File: src/rtl/kr_fec_pkg.sv
package kr_fec_pkg;
  localparam int BLK_W  = 66;
  localparam int WORD_W = 65;
  localparam int PAR_W  = 32;
  localparam int SCR_W  = 58;
  localparam int SCR_TAP_HI = 57;
  localparam int SCR_TAP_LO = 38;
  localparam int D8_POS = 2 + 8;
  localparam logic [PAR_W-1:0] GEN_LOW = 32'h00A0_0805;

  typedef struct packed {
    logic [WORD_W-1:0] mask;
    logic [SCR_W-1:0]  next;
  } pn_run_t;

  function automatic logic [WORD_W-1:0] transcode(input logic [BLK_W-1:0] b);
    return {b[BLK_W-1:2], b[1] ^ b[D8_POS]};
  endfunction

  function automatic logic [PAR_W-1:0] parity_absorb(input logic [PAR_W-1:0] r_in,
                                                     input logic [WORD_W-1:0] w);
    logic [PAR_W-1:0] r;
    logic fb;
    r = r_in;
    for (int i = 0; i < WORD_W; i++) begin
      fb = w[i] ^ r[PAR_W-1];
      r  = {r[PAR_W-2:0], 1'b0} ^ ({PAR_W{fb}} & GEN_LOW);
    end
    return r;
  endfunction

  function automatic pn_run_t pn_run(input logic [SCR_W-1:0] s_in);
    pn_run_t o;
    logic [SCR_W-1:0] s;
    logic pn;
    s = s_in;
    o.mask = '0;
    for (int i = 0; i < WORD_W; i++) begin
      pn = s[SCR_TAP_HI] ^ s[SCR_TAP_LO];
      o.mask[i] = pn;
      s = {s[SCR_W-2:0], pn};
    end
    o.next = s;
    return o;
  endfunction
endpackage

File: src/rtl/kr_fec_transcoder.sv
module kr_fec_transcoder
  import kr_fec_pkg::*;
(
  input  logic [BLK_W-1:0]  blk_i,
  output logic [WORD_W-1:0] word_o
);
  assign word_o = transcode(blk_i);
endmodule

File: src/rtl/kr_fec_parity_lfsr.sv
module kr_fec_parity_lfsr
  import kr_fec_pkg::*;
(
  input  logic              clk,
  input  logic              rst,
  input  logic              clr_i,
  input  logic              absorb_i,
  input  logic [WORD_W-1:0] word_i,
  output logic [PAR_W-1:0]  rem_o
);
  logic [PAR_W-1:0] rem_q;

  always_ff @(posedge clk) begin
    if (rst || clr_i)  rem_q <= '0;
    else if (absorb_i) rem_q <= parity_absorb(rem_q, word_i);
  end

  // highest-degree coefficient goes out first (beat bit 0)
  for (genvar k = 0; k < PAR_W; k++) begin : g_order
    assign rem_o[k] = rem_q[PAR_W-1-k];
  end
endmodule

File: src/rtl/kr_fec_pn_scrambler.sv
module kr_fec_pn_scrambler
  import kr_fec_pkg::*;
(
  input  logic              clk,
  input  logic              rst,
  input  logic              seed_i,
  input  logic              step_i,
  output logic [WORD_W-1:0] mask_o
);
  logic [SCR_W-1:0] st_q;
  pn_run_t          run_w;

  assign run_w  = pn_run(st_q);
  assign mask_o = run_w.mask;

  always_ff @(posedge clk) begin
    if (rst || seed_i) st_q <= '1;
    else if (step_i)   st_q <= run_w.next;
  end
endmodule

File: src/rtl/kr_fec_beat_ctrl.sv
module kr_fec_beat_ctrl #(
  parameter int NUM_WORDS = 32,
  localparam int CNT_W = $clog2(NUM_WORDS)
) (
  input  logic clk,
  input  logic rst,
  input  logic bypass_i,
  input  logic accept_i,
  output logic cw_start_o,
  output logic par_phase_o
);
  localparam logic [CNT_W-1:0] LAST = CNT_W'(NUM_WORDS - 1);

  logic [CNT_W-1:0] cnt_q;
  logic             par_q;

  always_ff @(posedge clk) begin
    if (rst || bypass_i) begin
      cnt_q <= '0;
      par_q <= 1'b0;
    end else if (par_q) begin
      cnt_q <= '0;
      par_q <= 1'b0;
    end else if (accept_i) begin
      if (cnt_q == LAST) begin
        cnt_q <= '0;
        par_q <= 1'b1;
      end else begin
        cnt_q <= cnt_q + 1'b1;
      end
    end
  end

  assign cw_start_o  = (cnt_q == '0);
  assign par_phase_o = par_q;
endmodule

File: src/rtl/kr_fec_tx_encoder.sv
module kr_fec_tx_encoder
  import kr_fec_pkg::*;
#(
  parameter int NUM_WORDS = 32
) (
  input  logic              clk,
  input  logic              rst,
  input  logic              bypass_i,
  input  logic              in_valid_i,
  input  logic [BLK_W-1:0]  in_block_i,
  output logic              in_ready_o,
  output logic              out_valid_o,
  output logic [BLK_W-1:0]  out_data_o,
  output logic              out_sop_o,
  output logic              out_eop_o
);
  localparam int PAR_PAD = BLK_W - PAR_W;

  logic              accept_w;
  logic              fec_word_w;
  logic              par_beat_w;
  logic              par_phase_w;
  logic              cw_start_w;
  logic [WORD_W-1:0] word_w;
  logic [WORD_W-1:0] mask_w;
  logic [PAR_W-1:0]  rem_w;

  assign in_ready_o = bypass_i | ~par_phase_w;
  assign accept_w   = in_valid_i & in_ready_o;
  assign fec_word_w = accept_w & ~bypass_i;
  assign par_beat_w = par_phase_w & ~bypass_i;

  kr_fec_beat_ctrl #(.NUM_WORDS(NUM_WORDS)) u_ctrl (
    .clk(clk), .rst(rst), .bypass_i(bypass_i), .accept_i(fec_word_w),
    .cw_start_o(cw_start_w), .par_phase_o(par_phase_w)
  );

  kr_fec_transcoder u_tc (.blk_i(in_block_i), .word_o(word_w));

  kr_fec_parity_lfsr u_par (
    .clk(clk), .rst(rst), .clr_i(par_beat_w | bypass_i),
    .absorb_i(fec_word_w), .word_i(word_w), .rem_o(rem_w)
  );

  kr_fec_pn_scrambler u_scr (
    .clk(clk), .rst(rst), .seed_i(par_beat_w | bypass_i),
    .step_i(fec_word_w), .mask_o(mask_w)
  );

  always_ff @(posedge clk) begin
    if (rst) begin
      out_valid_o <= 1'b0;
      out_data_o  <= '0;
      out_sop_o   <= 1'b0;
      out_eop_o   <= 1'b0;
    end else if (bypass_i) begin
      out_valid_o <= in_valid_i;
      out_data_o  <= in_block_i;
      out_sop_o   <= 1'b0;
      out_eop_o   <= 1'b0;
    end else if (par_beat_w) begin
      out_valid_o <= 1'b1;
      out_data_o  <= {{PAR_PAD{1'b0}}, rem_w ^ mask_w[PAR_W-1:0]};
      out_sop_o   <= 1'b0;
      out_eop_o   <= 1'b1;
    end else if (fec_word_w) begin
      out_valid_o <= 1'b1;
      out_data_o  <= {1'b0, word_w ^ mask_w};
      out_sop_o   <= cw_start_w;
      out_eop_o   <= 1'b0;
    end else begin
      out_valid_o <= 1'b0;
      out_sop_o   <= 1'b0;
      out_eop_o   <= 1'b0;
    end
  end
endmodule

File: config.mk
export PLATFORM = sky130hd
export DESIGN_NAME = kr_fec_tx_encoder
export DESIGN_NICKNAME = d
export VERILOG_FILES = /design/src/rtl/kr_fec_pkg.sv /design/src/rtl/kr_fec_transcoder.sv /design/src/rtl/kr_fec_parity_lfsr.sv /design/src/rtl/kr_fec_pn_scrambler.sv /design/src/rtl/kr_fec_beat_ctrl.sv /design/src/rtl/kr_fec_tx_encoder.sv
export SDC_FILE = /design/constraint.sdc
export NUM_CORES = 1
export LEC_CHECK = 0
export ABC_AREA = 1
export BUFFER_PORTS_ARGS = -buffer_cell sky130_fd_sc_hd__buf_2
export CORE_MARGIN = 1
export CORE_UTILIZATION = 55
export DETAILED_ROUTE_END_ITERATION = 8
export PLACE_DENSITY = 0.76
export RECOVER_POWER = 100
export SLEW_MARGIN = 40
export SYNTH_ARGS = -nofsm -noshare
export SYNTH_HDL_FRONTEND = slang
export SYNTH_SLANG_ARGS = --single-unit
File: constraint.sdc
create_clock -name clk -period 4.3 [get_ports clk]
set_input_delay 0.645 -clock clk [delete_from_list [all_inputs] [get_ports clk]]
set_output_delay 0.645 -clock clk [all_outputs]
set_load 0.02 [all_outputs]
-- Word-level counts from Yosys, hierarchy flattened
Index checks and enable logic that the tools add are counted.
- register bits after elaboration: 165
- input bits: 70
- output and inout port bits: 70
- logic and storage cells: 233
- add/subtract/negate cells: 1
- equal/unequal tests: 1
- muxes and demuxes: 9
- bitwise logic cells: 206
- reduce and logical (&&, ||, !) cells: 8
- operators by type and width (kind ; number):
    XOR 32 x 24 -> 32 bit ; 65
    2-to-1 mux 66 bit ; 3
    XOR 1 bit ; 131
    XOR 65 bit ; 1
    XOR 32 bit ; 1
    adder 5 x 1 -> 5 bit, second input constant ; 1
    equality test 5 bit, second input constant ; 1
    zero test 5 bit ; 1
    2-to-1 mux 1 bit ; 5
    2-to-1 mux 5 bit ; 1
    OR reduction 2 bit ; 2
    OR reduction 4 bit ; 1
    bitwise AND 1 bit ; 3
    inverter 1 bit ; 3
    nonzero test 3 bit ; 1
    OR reduction 3 bit ; 1
    logical OR 1 bit ; 2
    OR 1 bit ; 2

-- Depth between registers and ports, before layout
Gate-level depths: netlist (run 1).
- depth in word-level cells: 131
- mapped depth: 33
- mapped depth without buffers: 33

-- Hierarchy
A second synthesis (run 1) with hierarchy kept.
- cells, all modules: 2330
- area total of the unflattened synthesis: 13681.9 µm²
- by module, submodules not included (module ; instances ; cells each ; area each (µm²) ; seq. area each (µm²)):
    kr_fec_tx_encoder ; 1 ; 931 ; 5037.3 ; 1381.3
    kr_fec_parity_lfsr ; 1 ; 817 ; 4541.9 ; 640.6
    kr_fec_pn_scrambler ; 1 ; 471 ; 3304.4 ; 1161.1
    kr_fec_transcoder ; 1 ; 69 ; 499.2 ; 0.0
    kr_fec_beat_ctrl ; 1 ; 42 ; 299.0 ; 120.1

-- Worst setup path after synthesis (run 1)
OpenSTA, ideal clock, no wires.
- kind: input-to-reg
- start point: in in_block_i[10]
- end point: reg u_par.rem_q[23]
- setup time: 109 ps
- arrival: 2789 ps
- data required time: 4191 ps
- setup slack: 1402 ps
- stages: 28
- buffers on the path: 0
- cells stage by stage: inv_1 nand2_1 nand2_1 nand2_1 nand2_1 nand2_1 nand2_1 nand2_1 nand2_1 nand2_1 nand2_1 inv_1 nand2_1 nand2_1 xor2_2 inv_1 nand2_1 nand2_1 nand3_1 nand2_1 nand2_1 nand2_1 inv_2 or2_1 nand3_1 nand3_1 nand2_1 inv_1
- longest elaborated chain between the ends: 73
- elaborated cells on any way between the ends: 89
- classes of those cells: bitwise (89)
- RTL lines (element ; line ; RTL):
    start, declared ; kr_fec_tx_encoder.sv:10 ; input logic [BLK_W-1:0] in_block_i,
    XOR 1 bit ; kr_fec_pkg.sv:17 ; return {b[BLK_W-1:2], b[1] ^ b[D8_POS]};
    XOR 1 bit ; kr_fec_pkg.sv:26 ; fb = w[i] ^ r[PAR_W-1];
    XOR 32 x 24 -> 32 bit (9 in series) ; kr_fec_pkg.sv:27 ; r = {r[PAR_W-2:0], 1'b0} ^ ({PAR_W{fb}} & GEN_LOW);
    XOR 1 bit or XOR 32 x 24 -> 32 bit (tied branches) ; kr_fec_pkg.sv:26, kr_fec_pkg.sv:27 ;
    XOR 32 x 24 -> 32 bit * (9 in series) ; kr_fec_pkg.sv:27 ;
    XOR 1 bit or XOR 32 x 24 -> 32 bit (tied branches) ; kr_fec_pkg.sv:26, kr_fec_pkg.sv:27 ;
    XOR 32 x 24 -> 32 bit * (11 in series) ; kr_fec_pkg.sv:27 ;
    XOR 1 bit or XOR 32 x 24 -> 32 bit (tied branches) ; kr_fec_pkg.sv:26, kr_fec_pkg.sv:27 ;
    XOR 32 x 24 -> 32 bit * (11 in series) ; kr_fec_pkg.sv:27 ;
    XOR 1 bit or XOR 32 x 24 -> 32 bit (tied branches) ; kr_fec_pkg.sv:26, kr_fec_pkg.sv:27 ;
    XOR 32 x 24 -> 32 bit * (11 in series) ; kr_fec_pkg.sv:27 ;
    XOR 1 bit or XOR 32 x 24 -> 32 bit (tied branches) ; kr_fec_pkg.sv:26, kr_fec_pkg.sv:27 ;
    XOR 32 x 24 -> 32 bit * (11 in series) ; kr_fec_pkg.sv:27 ;
    XOR 1 bit or XOR 32 x 24 -> 32 bit (tied branches) ; kr_fec_pkg.sv:26, kr_fec_pkg.sv:27 ;
    XOR 32 x 24 -> 32 bit * (3 in series) ; kr_fec_pkg.sv:27 ;
    end signal, assigned ; kr_fec_parity_lfsr.sv:15 ; else if (absorb_i) rem_q <= parity_absorb(rem_q, word_i);
    end, declared ; kr_fec_parity_lfsr.sv:11 ; logic [PAR_W-1:0] rem_q;
Mark *: on every way between the ends. The rest lies on a longest branch, timed or not.
A chain may end at the register's enable or synchronous reset.

-- Final worst setup path (run 1)
- start point: reg u_par.rem_q[25]
- end point: reg u_par.rem_q[23]
- longest elaborated chain between the ends: 72
- elaborated cells on any way between the ends: 82
- classes of those cells: bitwise (82)
- RTL lines (element ; line):
    XOR 32 x 24 -> 32 bit * (6 in series) ; kr_fec_pkg.sv:27
    XOR 1 bit * ; kr_fec_pkg.sv:26
    XOR 32 x 24 -> 32 bit * (9 in series) ; kr_fec_pkg.sv:27
    XOR 1 bit or XOR 32 x 24 -> 32 bit (tied branches) ; kr_fec_pkg.sv:26, kr_fec_pkg.sv:27
    XOR 32 x 24 -> 32 bit * (9 in series) ; kr_fec_pkg.sv:27
    XOR 1 bit or XOR 32 x 24 -> 32 bit (tied branches) ; kr_fec_pkg.sv:26, kr_fec_pkg.sv:27
    XOR 32 x 24 -> 32 bit * (9 in series) ; kr_fec_pkg.sv:27
    XOR 1 bit or XOR 32 x 24 -> 32 bit (tied branches) ; kr_fec_pkg.sv:26, kr_fec_pkg.sv:27
    XOR 32 x 24 -> 32 bit * (9 in series) ; kr_fec_pkg.sv:27
    XOR 1 bit or XOR 32 x 24 -> 32 bit (tied branches) ; kr_fec_pkg.sv:26, kr_fec_pkg.sv:27
    XOR 32 x 24 -> 32 bit * (9 in series) ; kr_fec_pkg.sv:27
    XOR 1 bit or XOR 32 x 24 -> 32 bit (tied branches) ; kr_fec_pkg.sv:26, kr_fec_pkg.sv:27
    XOR 32 x 24 -> 32 bit * (11 in series) ; kr_fec_pkg.sv:27
    XOR 1 bit or XOR 32 x 24 -> 32 bit (tied branches) ; kr_fec_pkg.sv:26, kr_fec_pkg.sv:27
    XOR 32 x 24 -> 32 bit * (3 in series) ; kr_fec_pkg.sv:27
Marks and branches as above.

==> run metrics, run 1 <==
hold_ws 0.453 ns; M1 WL 16800 microns; detailed-route DRC error count 0; Post-Route Setup TNS 0 ns; worst slew slack as a fraction of its limit -46.6%; die boundary height 144 microns; Max stage delay cell, worst path sky130_fd_sc_hd__dfxtp_1; count of different cell masters after synthesis 29; crit end category register; post-CTS clock slew at the launch and capture registers of the worst setup and hold paths 0.07 ns; run status finished with violations; number of warning messages in the yosys log 0; unrepaired setup endpoints after global routing false; launching element of the worst setup path u_par.rem_q[25]; worst clock skew on the final layout 0.0106 ns; post-DR wirelength/cell 18.9 microns; Commonest cells post-synth sky130_fd_sc_hd__nand2_1 (539), sky130_fd_sc_hd__inv_1 (179), sky130_fd_sc_hd__o21ai_0 (168); total number of vias 11700; reg-to-reg critical path endpoint u_par.rem_q[23]; area growth from synthesis to layout 12.2%; TritonCTS buffer count 17; total count of max-transition violations in the final report 181; starting DRC count in detailed routing 1411; Post-Layout Cell Count 2080; Resized Gates After CTS 0; via count of the first global-routing pass 9855; antenna violations before repair 0; share of the clock period used by the worst path after layout 87.3%; highest achievable clock rate 266 MHz; deepest level of the CTS H-tree 4; placed instance count 2049; number of nets in the final layout 1876; CP max stage delay 0.45 ns; cell at the root of the clock tree sky130_fd_sc_hd__clkbuf_16; mean area per synthesized cell 6.53 sq um; Placed Instance Area 12000 sq um; Yosys reg bits 165; buffers added on ports 139; Routed Wire Length 39300 microns; Synth async-reset ratio 0%; clock buffer depth 2; RePlAce Congestion 1.05; number of antenna diodes 0; Detail Placement HPWL 30300 microns; cells taking the most area after synthesis sky130_fd_sc_hd__dfxtp_1 (30%), sky130_fd_sc_hd__nand2_1 (18%), sky130_fd_sc_hd__xor2_1 (11%), sky130_fd_sc_hd__o21ai_0 (7.6%), sky130_fd_sc_hd__nand3_1 (7.3%); IO Pins 140; Critical Path Start Type register; post-layout total power 0.00935 W; worst ir drop on vdd 0.504 mV; routed length on met3 4140 microns; endpoint arrival time on the critical path 4.09 ns; number of sinks driven by the clock tree 165; Post-synth top flop sky130_fd_sc_hd__dfxtp_1; measured slew at the worst slew-check pin 2.20 ns; worst-path fanout max 5; Syn Inst Count 1699; endpoint of the most critical setup path u_par.rem_q[23]; fraction of layout instances using a drive strength above 1 8.21%; launch instance of the worst register-to-register path u_par.rem_q[25]; clock latency at the later pin of the worst-skew pair 0.44 ns; Avg Vias per Cell 5.61; leakage power 6.16 nW; number of synthesized flops with an enable pin 0; antenna-violating nets left 0; # Max-Cap Violations 3; CTS tree built; total power divided by cell area 752 nW/um^2; DIE AREA 20700 sq um; post-route minimum period 3.75 ns; residual overflow from global routing 0; CP required 4.64 ns; most common cell type on the critical path sky130_fd_sc_hd__nand2_1; register-to-register path setup slack 0.55 ns; row count 51; portion of synthesized cell area occupied by the leading cell type 29.8%; violated checks capacitance limit, slew limit; register area share after synthesis 29.8%; post-synthesis net count 1772; Hold/Removal Path Class register to register; wire length of the first global-routing pass 57400 microns; setup fix buffers added after clock tree synthesis 0; maximum number of pins on one net before global-route repair 131; first drt pass iteration count 6; final instance area 12400 sq um; dominant cell type by area after synthesis sky130_fd_sc_hd__dfxtp_1; hold violation total from the final report 0; depth of the most critical reg-to-reg path 26; hold_buf cts 0; global routing usage summed across all routing layers 38.1%; starting utilization of the core area 56.6%; wire length on met2 16700 microns; Max Used Layer met4; kind of critical path register to register; dominant cell by count in the synthesized netlist sky130_fd_sc_hd__nand2_1; Die Span X 144 microns; Syn Std Cell Area 11100 sq um; area of the placeable core 19600 sq um; Setup-failing EPs final 0
critical path: cells and delay by family (launching register included):
family        cells  cell delay, ns
simple gates     20            2.38
xor+xnor          2            0.46
buf+inv           4            0.37
flops             1            0.45
cells by family after synthesis:
| family | Yosys count | share of synthesized area [%] |
|---|---|---|
| and+or+nand+nor | 760 | 28.7 |
| AOI/OAI and AO/OA | 300 | 14.1 |
| adders and majority gates | 3 | 0.339 |
| xor gates and xnor gates | 214 | 18.3 |
| muxes | 1 | 0.0903 |
| buffers and inverters | 256 | 8.67 |
| DFF | 165 | 29.8 |
cell usage in the layout, fill, tap and decap left out, types with 2 or more instances in the layout:
cell,synthesis,layout
sky130_fd_sc_hd__nand2_1,539,541
sky130_fd_sc_hd__inv_1,179,179
sky130_fd_sc_hd__o21ai_0,168,170
sky130_fd_sc_hd__dfxtp_1,165,165
sky130_fd_sc_hd__nand3_1,161,161
sky130_fd_sc_hd__xor2_1,136,137
sky130_fd_sc_hd__a21oi_1,87,87
sky130_fd_sc_hd__clkbuf_1,65,76
sky130_fd_sc_hd__buf_2,0,68
sky130_fd_sc_hd__xnor2_1,60,60
sky130_fd_sc_hd__a31oi_1,33,33
sky130_fd_sc_hd__clkbuf_16,0,17
sky130_fd_sc_hd__or2_2,14,14
sky130_fd_sc_hd__nand3b_1,14,14
sky130_fd_sc_hd__buf_4,0,14
sky130_fd_sc_hd__nor2_1,13,13
sky130_fd_sc_hd__o211ai_1,9,9
sky130_fd_sc_hd__xor2_2,10,9
sky130_fd_sc_hd__xnor2_2,6,6
sky130_fd_sc_hd__nor3_1,4,4
sky130_fd_sc_hd__inv_2,5,4
sky130_fd_sc_hd__nand2_2,6,4
sky130_fd_sc_hd__or2_1,4,4
sky130_fd_sc_hd__nand4_1,3,3
sky130_fd_sc_hd__ha_1,3,3
sky130_fd_sc_hd__inv_6,0,3
sky130_fd_sc_hd__clkinv_1,1,2
sky130_fd_sc_hd__nand2b_1,2,2
sky130_fd_sc_hd__bufinv_16,0,2
sky130_fd_sc_hd__clkinv_4,0,2
area by class of cell:
cell class              instances  area (sq um)
clock buffers                  20           437
inverters                     185           694
well taps                     265           332
multi-input cells            1278          6810
flip-flops and latches        165          3300
clock inverters                11           144
fillers                      1893          7140
repair buffers                156           724
report_power, final:
part	switching, W	leakage [nW]	internal [W]
logic	0.00421	4.52	0.00180
registers	0.000111	1.36	0.00167
clock network	0.000694	0.280	0.000868
total	0.00502	6.16	0.00434
registers in the layout, summed over array words and instances, names as in the netlist:
name / count
out_data_o: 66
out_eop_o: 1
u_ctrl.cnt_q: 5
u_ctrl.par_phase_o: 1
out_valid_o: 1
u_par.rem_q: 32
out_sop_o: 1
u_scr.st_q: 58
stage by stage:
stage / utilization (%) / setup WS [ns]
finish: 63.5 / 0.547
floorplan: - / 1.40
CTS: 64.3 / 0.869
detailed placement: 61.4 / 0.563
global placement: 61.3 / 0.575
global route: 63.5 / 0.240
per-layer routing:
layer  vias to the layer above  global-route usage (%)
met4                         0                    17.0
met1                      5364                    52.9
met2                       613                    57.2
li1                       5622                       -
met5                         -                       0
met3                        76                    6.92
how the worst min path moves through the flow:
stage	cells past startpoint	endpoint	start	slack [ns]
3_5_place_dp	1	out_sop_o	u_ctrl.cnt_q[4]	0.45
2_1_floorplan	1	out_sop_o	u_ctrl.cnt_q[4]	0.43
6_report	1	out_sop_o	u_ctrl.cnt_q[4]	0.45
5_1_grt	1	out_sop_o	u_ctrl.cnt_q[4]	0.49
4_1_cts	1	out_sop_o	u_ctrl.cnt_q[4]	0.46
3_3_place_gp	1	out_sop_o	u_ctrl.cnt_q[4]	0.45
Note: power is estimated with default switching activity, not from simulation.
==> run 2: changes to the inputs <==
PLACE_DENSITY = 0.87   (was 0.76)
==> run 2 against run 1 <==
The flow still finishes with violations (capacitance limit, slew limit). Clock-buffer cell count down 1. Register-to-register slack worse by 0.05 ns. Cell count unchanged. Combinational power about the same. Flip-flop and latch count unchanged. Routed wire length up 1.0%. Cell area down 0.13%. Clock power down 3%. Die area unchanged. Fmax down 1.2%. Sequential share of layout area about the same. Non-clock buffer count down 2. Critical endpoint is now u_par.rem_q[25].
==> run metrics, run 2 (synthesized netlist as in run 1, its figures left out) <==
post-layout total power 0.00933 W (-0.25%); antenna-violating nets left 0 (unchanged); CP max stage delay 0.60 ns (+0.15 ns); starting utilization of the core area 56.6% (unchanged); worst-path fanout max 5 (unchanged); worst slew slack as a fraction of its limit -4.29% (+42 points); Routed Wire Length 39700 microns (+1.0%); depth of the most critical reg-to-reg path 23 (-12%); starting DRC count in detailed routing 1247 (-12%); via count of the first global-routing pass 10400 (+5.3%); Max stage delay cell, worst path sky130_fd_sc_hd__xnor2_1; worst ir drop on vdd 0.361 mV (-28%); leakage power 6.16 nW (about the same); Placed Instance Area 12000 sq um (about the same); Post-Route Setup TNS 0 ns (unchanged); deepest level of the CTS H-tree 4 (unchanged); CP required 4.63 ns (about the same); Largest register FFs 66 (unchanged); crit end category register; Critical Path Start Type register; placed instance count 2047 (-0.098%); highest achievable clock rate 263 MHz (-1.2%); endpoint arrival time on the critical path 4.13 ns (+0.04 ns); post-DR wirelength/cell 19.1 microns (+1.0%); violated checks capacitance limit, slew limit; RePlAce Congestion 1.03 (-2.2%); die boundary height 144 microns (unchanged); maximum number of pins on one net before global-route repair 82 (-37%); clock latency at the later pin of the worst-skew pair 0.44 ns (about the same); Top Registers out_data_o: 66 flops, u_scr.st_q: 58 flops, u_par.rem_q: 32 flops; Die Span X 144 microns (unchanged); residual overflow from global routing 0 (unchanged); Hold/Removal Path Class register to register; total count of max-transition violations in the final report 36 (-80%); # Max-Cap Violations 1 (-2); most common cell type on the critical path sky130_fd_sc_hd__nand2_1; kind of critical path register to register; buffers added on ports 139 (unchanged); total number of vias 11700 (+0.37%); register with the most flip-flops out_data_o; number of sinks driven by the clock tree 165 (unchanged); share of the clock period used by the worst path after layout 88.4% (+1.1 points); setup fix buffers added after clock tree synthesis 0 (unchanged); fraction of layout instances using a drive strength above 1 8.49% (+0.28 points); area growth from synthesis to layout 12.1%; worst clock skew on the final layout 0.0104 ns (-0.000182 ns); Fillers 1844 (-2.6%); run status finished with violations; row count 51 (unchanged); global routing usage summed across all routing layers 39.3% (+1.2 points); Avg Vias per Cell 5.63 (+0.37%); post-route minimum period 3.80 ns (+0.0468 ns); post-CTS clock slew at the launch and capture registers of the worst setup and hold paths 0.07 ns (about the same); cell at the root of the clock tree sky130_fd_sc_hd__clkbuf_16; cells along the critical path xnor2_1 > xnor2_1 > nand3_1 > nand2_1 > inv_1 > nand2_1 > nand2_1 > nand2_1 > nand2_1 > nand2_1 > nand2_1 > inv_1 > nand2_1 > nand2_1 > nand3_1 > nand2_1 > nand2_1 > nand2_1 > inv_1 > nand3_1 > nand3_1 > nand2_1 > inv_1; final instance area 12400 sq um (-0.13%); WHS Path Cells 1 (unchanged); hold violation total from the final report 0 (unchanged); commonest cells after routing, fill and taps aside sky130_fd_sc_hd__nand2_1 (541), sky130_fd_sc_hd__inv_1 (179), sky130_fd_sc_hd__o21ai_0 (169); first drt pass iteration count 8 (+2); Setup-failing EPs final 0 (unchanged); Detail Placement HPWL 31100 microns (+2.4%); total power divided by cell area 751 nW/um^2 (-0.12%); CTS tree built; detailed-route DRC error count 0 (unchanged); measured slew at the worst slew-check pin 1.56 ns (-0.634 ns); hold_buf cts 0 (unchanged); IO Pins 140 (unchanged); area of the placeable core 19600 sq um (unchanged); Resized Gates After CTS 0 (unchanged); TritonCTS buffer count 17 (unchanged); commonest non-fill, non-tap cell in the layout sky130_fd_sc_hd__nand2_1; Post-Layout Cell Count 2080 (unchanged); wire length of the first global-routing pass 59400 microns (+3.4%); number of nets in the final layout 1874 (-0.11%); DIE AREA 20700 sq um (unchanged); unrepaired setup endpoints after global routing false; antenna violations before repair 1 (+1); clock buffer depth 2 (unchanged)
run 2: cell count changes in the layout (fill, tap and decap cells not counted), sizes merged:
cell and change:
inv +5, buf -4, bufinv -2, clkbuf +1
clkinv -1, diode +1
run 2: area by class of cell:
type / instances / area, sq um / share of cell area (%)
Clock buffer: 19 / 443 / 3.56
Clock inverter: 13 / 134 / 1.08
Multi-Input combinational cell: 1278 / 6810 / 54.8
Sequential cell: 165 / 3300 / 26.6
Antenna cell: 1 / 2.50 / 0.0201
Timing Repair Buffer: 154 / 709 / 5.71
Inverter: 185 / 694 / 5.59
Tap cell: 265 / 332 / 2.67
run 2: per-layer routing:
layer | track usage (%) | up-vias | share of wire, %
li1 | - | 5619 | -
met1 | 52.3 | 5351 | 41
met2 | 59.7 | 636 | 43
met3 | 8.87 | 112 | 11
met4 | 19.1 | 0 | 4.9
met5 | 0 | - | 0
run 2: report_power, final:
part           internal, W  switching (W)  leakage [nW]
registers          0.00167       0.000107          1.36
clock network     0.000787       0.000737         0.282
logic              0.00184        0.00419          4.52
run 2: worst paths after layout:
kind	start	to	slack, ns
max	u_par.rem_q[30]	u_par.rem_q[25]	0.50
min	u_ctrl.cnt_q[4]	out_sop_o	0.48
max reg2reg	u_par.rem_q[30]	u_par.rem_q[25]	0.50
min reg2reg	u_ctrl.cnt_q[4]	out_sop_o	0.48
run 2: metrics by stage:
| step | setup WS, ns | hold slack [ns] | util [%] |
|---|---|---|---|
| after floorplan | 1.40 | 0.428 | - |
| after global placement | 0.337 | 0.445 | 61.3 |
| after detailed placement | 0.419 | 0.456 | 61.3 |
| after CTS | 0.798 | 0.472 | 64.2 |
| after global routing | 0.233 | 0.485 | 63.4 |
| final | 0.500 | 0.477 | 63.4 |
run 2: worst max-delay path: cells and delay by family, from the launching register on:
kind	cells	cell delay (ns)
XOR/XNOR	2	1.00
buffers and inverters	4	0.23
flip-flops	1	0.33
AND/OR/NAND/NOR	17	2.12
==> run 3: changes to the inputs <==
clock period = 4.2 ns   (was 4.3 ns; I/O delays follow)
==> run 3 against run 2 <==
Critical path depth is 1 lower. Die area unchanged. Cell area is 0.58% higher. Flip-flop and latch count unchanged. The flow still finishes with violations (capacitance limit, slew limit). Global-route usage grew 0.30 points.
==> run metrics, run 3 (synthesized netlist as in run 1, its figures left out) <==
run status finished with violations; violated checks capacitance limit, slew limit; starting utilization of the core area 56.6% (unchanged); CTS tree built; register with the most flip-flops out_data_o; # Max-Cap Violations 2 (+1); endpoint arrival time on the critical path 4.06 ns (-0.07 ns); area of the placeable core 19600 sq um (unchanged); Internal 0.00454 W (+5.7%); Detail Placement HPWL 31300 microns (+0.79%); hold_buf cts 0 (unchanged); Critical Path Start Type register; starting DRC count in detailed routing 1451 (+16%); hold_ws 0.467 ns (-0.0101 ns); clock buffer depth 2 (unchanged); worst-path fanout max 5 (unchanged); measured slew at the worst slew-check pin 1.66 ns (+0.0933 ns); Placed Instance Area 12000 sq um (+0.17%); worst clock skew on the final layout 0.0114 ns (+0.000916 ns); Comb power frac 63.6% (-1.0 points); commonest cells after routing, fill and taps aside sky130_fd_sc_hd__nand2_1 (540), sky130_fd_sc_hd__inv_1 (179), sky130_fd_sc_hd__o21ai_0 (170); switching power 0.00509 W (+1.1%); DIE AREA 20700 sq um (unchanged); wire length of the first global-routing pass 59900 microns (+0.87%); TritonCTS buffer count 17 (unchanged); total number of vias 11800 (+1.1%); via count of the first global-routing pass 10400 (-0.029%); deepest level of the CTS H-tree 4 (unchanged); Largest register FFs 66 (unchanged); worst ir drop on vdd 0.469 mV (+30%); unrepaired setup endpoints after global routing false; final instance area 12500 sq um (+0.58%); number of sinks driven by the clock tree 165 (unchanged); Avg Vias per Cell 5.68 (+0.79%); CP required 4.59 ns (-0.04 ns); antenna-violating nets left 0 (unchanged); fraction of power spent switching nets 52.9% (-1.1 points); die boundary height 144 microns (unchanged); post-DR wirelength/cell 19.3 microns (+1.3%); buffers added on ports 139 (unchanged); Fillers 1847 (+0.16%); leakage power 6.20 nW (+0.63%); post-CTS clock slew at the launch and capture registers of the worst setup and hold paths 0.07 ns (about the same); clock latency at the later pin of the worst-skew pair 0.44 ns (about the same); highest achievable clock rate 272 MHz (+3.4%); Post-Route Setup TNS 0 ns (unchanged); number of nets in the final layout 1880 (+0.32%); detailed-route DRC error count 0 (unchanged); total count of max-transition violations in the final report 127 (+250%); crit end category register; residual overflow from global routing 0 (unchanged); total power divided by cell area 770 nW/um^2 (+2.6%); clock share of power 17.4% (+1.1 points); RePlAce Congestion 1.04 (+1.8%); fraction of layout instances using a drive strength above 1 8.52% (+0.027 points); commonest non-fill, non-tap cell in the layout sky130_fd_sc_hd__nand2_1; Resized Gates After CTS 0 (unchanged); power share of the sequential group 18.9% (about the same); setup fix buffers added after clock tree synthesis 0 (unchanged); cell at the root of the clock tree sky130_fd_sc_hd__clkbuf_16; maximum number of pins on one net before global-route repair 91 (+11%); area growth from synthesis to layout 12.8%; IO Pins 140 (unchanged); Routed Wire Length 40300 microns (+1.6%); Setup-failing EPs final 0 (unchanged); share of the clock period used by the worst path after layout 87.5% (-0.88 points); post-route minimum period 3.67 ns (-0.125 ns); antenna violations before repair 1 (unchanged); Die Span X 144 microns (unchanged); worst slew slack as a fraction of its limit -10.5% (-6.2 points); global routing usage summed across all routing layers 39.6% (+0.30 points); first drt pass iteration count 6 (-2); hold violation total from the final report 0 (unchanged); kind of critical path register to register; row count 51 (unchanged); Top Registers out_data_o: 66 flops, u_scr.st_q: 58 flops, u_par.rem_q: 32 flops; Hold/Removal Path Class primary input to register
## run 3: cell types whose count changed in the layout (fill, tap and decap cells not counted), moves of 2 or more
cell	previous run	this run
sky130_fd_sc_hd__buf_4	9	13
sky130_fd_sc_hd__bufinv_16	0	3
sky130_fd_sc_hd__clkbuf_1	72	77
sky130_fd_sc_hd__clkbuf_4	2	0
sky130_fd_sc_hd__clkinv_4	2	0
sky130_fd_sc_hd__inv_8	4	2
## run 3: per-layer routing
layer  vias up  GRT usage, %  routed length [microns]
li1       5641             -                        -
met1      5377          52.6                    16200
met2       694          58.3                    17000
met3       131          10.3                     4760
met4         2          21.4                     2300
met5         -             0                       10
## run 3: through the flow
stage / std cells / utilization [%] / setup slack [ns] / total power (W)
after floorplan: 1699 / - / 1.32 / 0.00619
after global placement: 2053 / 61.4 / 0.379 / 0.00784
after detailed placement: 2053 / 61.4 / 0.352 / 0.00787
after CTS: 2085 / 64.6 / 0.755 / 0.00955
after global routing: 2085 / 63.8 / 0.233 / 0.0104
final: 2086 / 63.8 / 0.525 / 0.00963
## run 3: critical path, stage by stage (launching register included)
cell                      delay (ns)
sky130_fd_sc_hd__dfxtp_1        0.34
sky130_fd_sc_hd__xnor2_1        0.43
sky130_fd_sc_hd__nand2_1        0.18
sky130_fd_sc_hd__nand2_1        0.28
sky130_fd_sc_hd__nand2_1        0.08
sky130_fd_sc_hd__nand2_1        0.12
sky130_fd_sc_hd__xor2_1         0.16
sky130_fd_sc_hd__nand2_1        0.09
sky130_fd_sc_hd__nand2_1        0.14
sky130_fd_sc_hd__xor2_1         0.25
sky130_fd_sc_hd__inv_1          0.09
sky130_fd_sc_hd__nand2_1        0.09
sky130_fd_sc_hd__nand3_1        0.09
sky130_fd_sc_hd__nand2_1        0.16
sky130_fd_sc_hd__nand2_1        0.07
sky130_fd_sc_hd__nand2_1        0.18
sky130_fd_sc_hd__inv_1          0.12
sky130_fd_sc_hd__or2_1          0.24
sky130_fd_sc_hd__nand2_1        0.15
sky130_fd_sc_hd__nand2_1        0.07
sky130_fd_sc_hd__nand3_1        0.14
sky130_fd_sc_hd__nand2_1        0.10
sky130_fd_sc_hd__inv_1          0.06
## run 3: worst paths after layout
kind	from	to	slack [ns]	cells after the start
max	u_par.rem_q[16]	u_par.rem_q[23]	0.53	22
min	in_block_i[47]	out_data_o[47]	0.47	3
max reg2reg	u_par.rem_q[16]	u_par.rem_q[23]	0.53	22
min reg2reg	u_ctrl.cnt_q[4]	out_sop_o	0.48	1
## run 3: cell type report
cell class	instances	area, sq um	area share (%)
antenna	1	2.50	0.0200
clock inverter	14	189	1.51
clock buffer	18	429	3.43
timing repair buffer	160	738	5.90
tap	265	332	2.65
multi-input combinational	1278	6810	54.5
inverter	185	694	5.55
sequential	165	3300	26.4
## run 3: power groups by stage
stage / logic (W) / registers [W] / clock network (W)
floorplan: 0.00429 / 0.00190 / 0
global placement: 0.00600 / 0.00184 / 0
detailed placement: 0.00602 / 0.00185 / 0
CTS: 0.00606 / 0.00181 / 0.00168
global route: 0.00678 / 0.00183 / 0.00175
finish: 0.00613 / 0.00182 / 0.00168
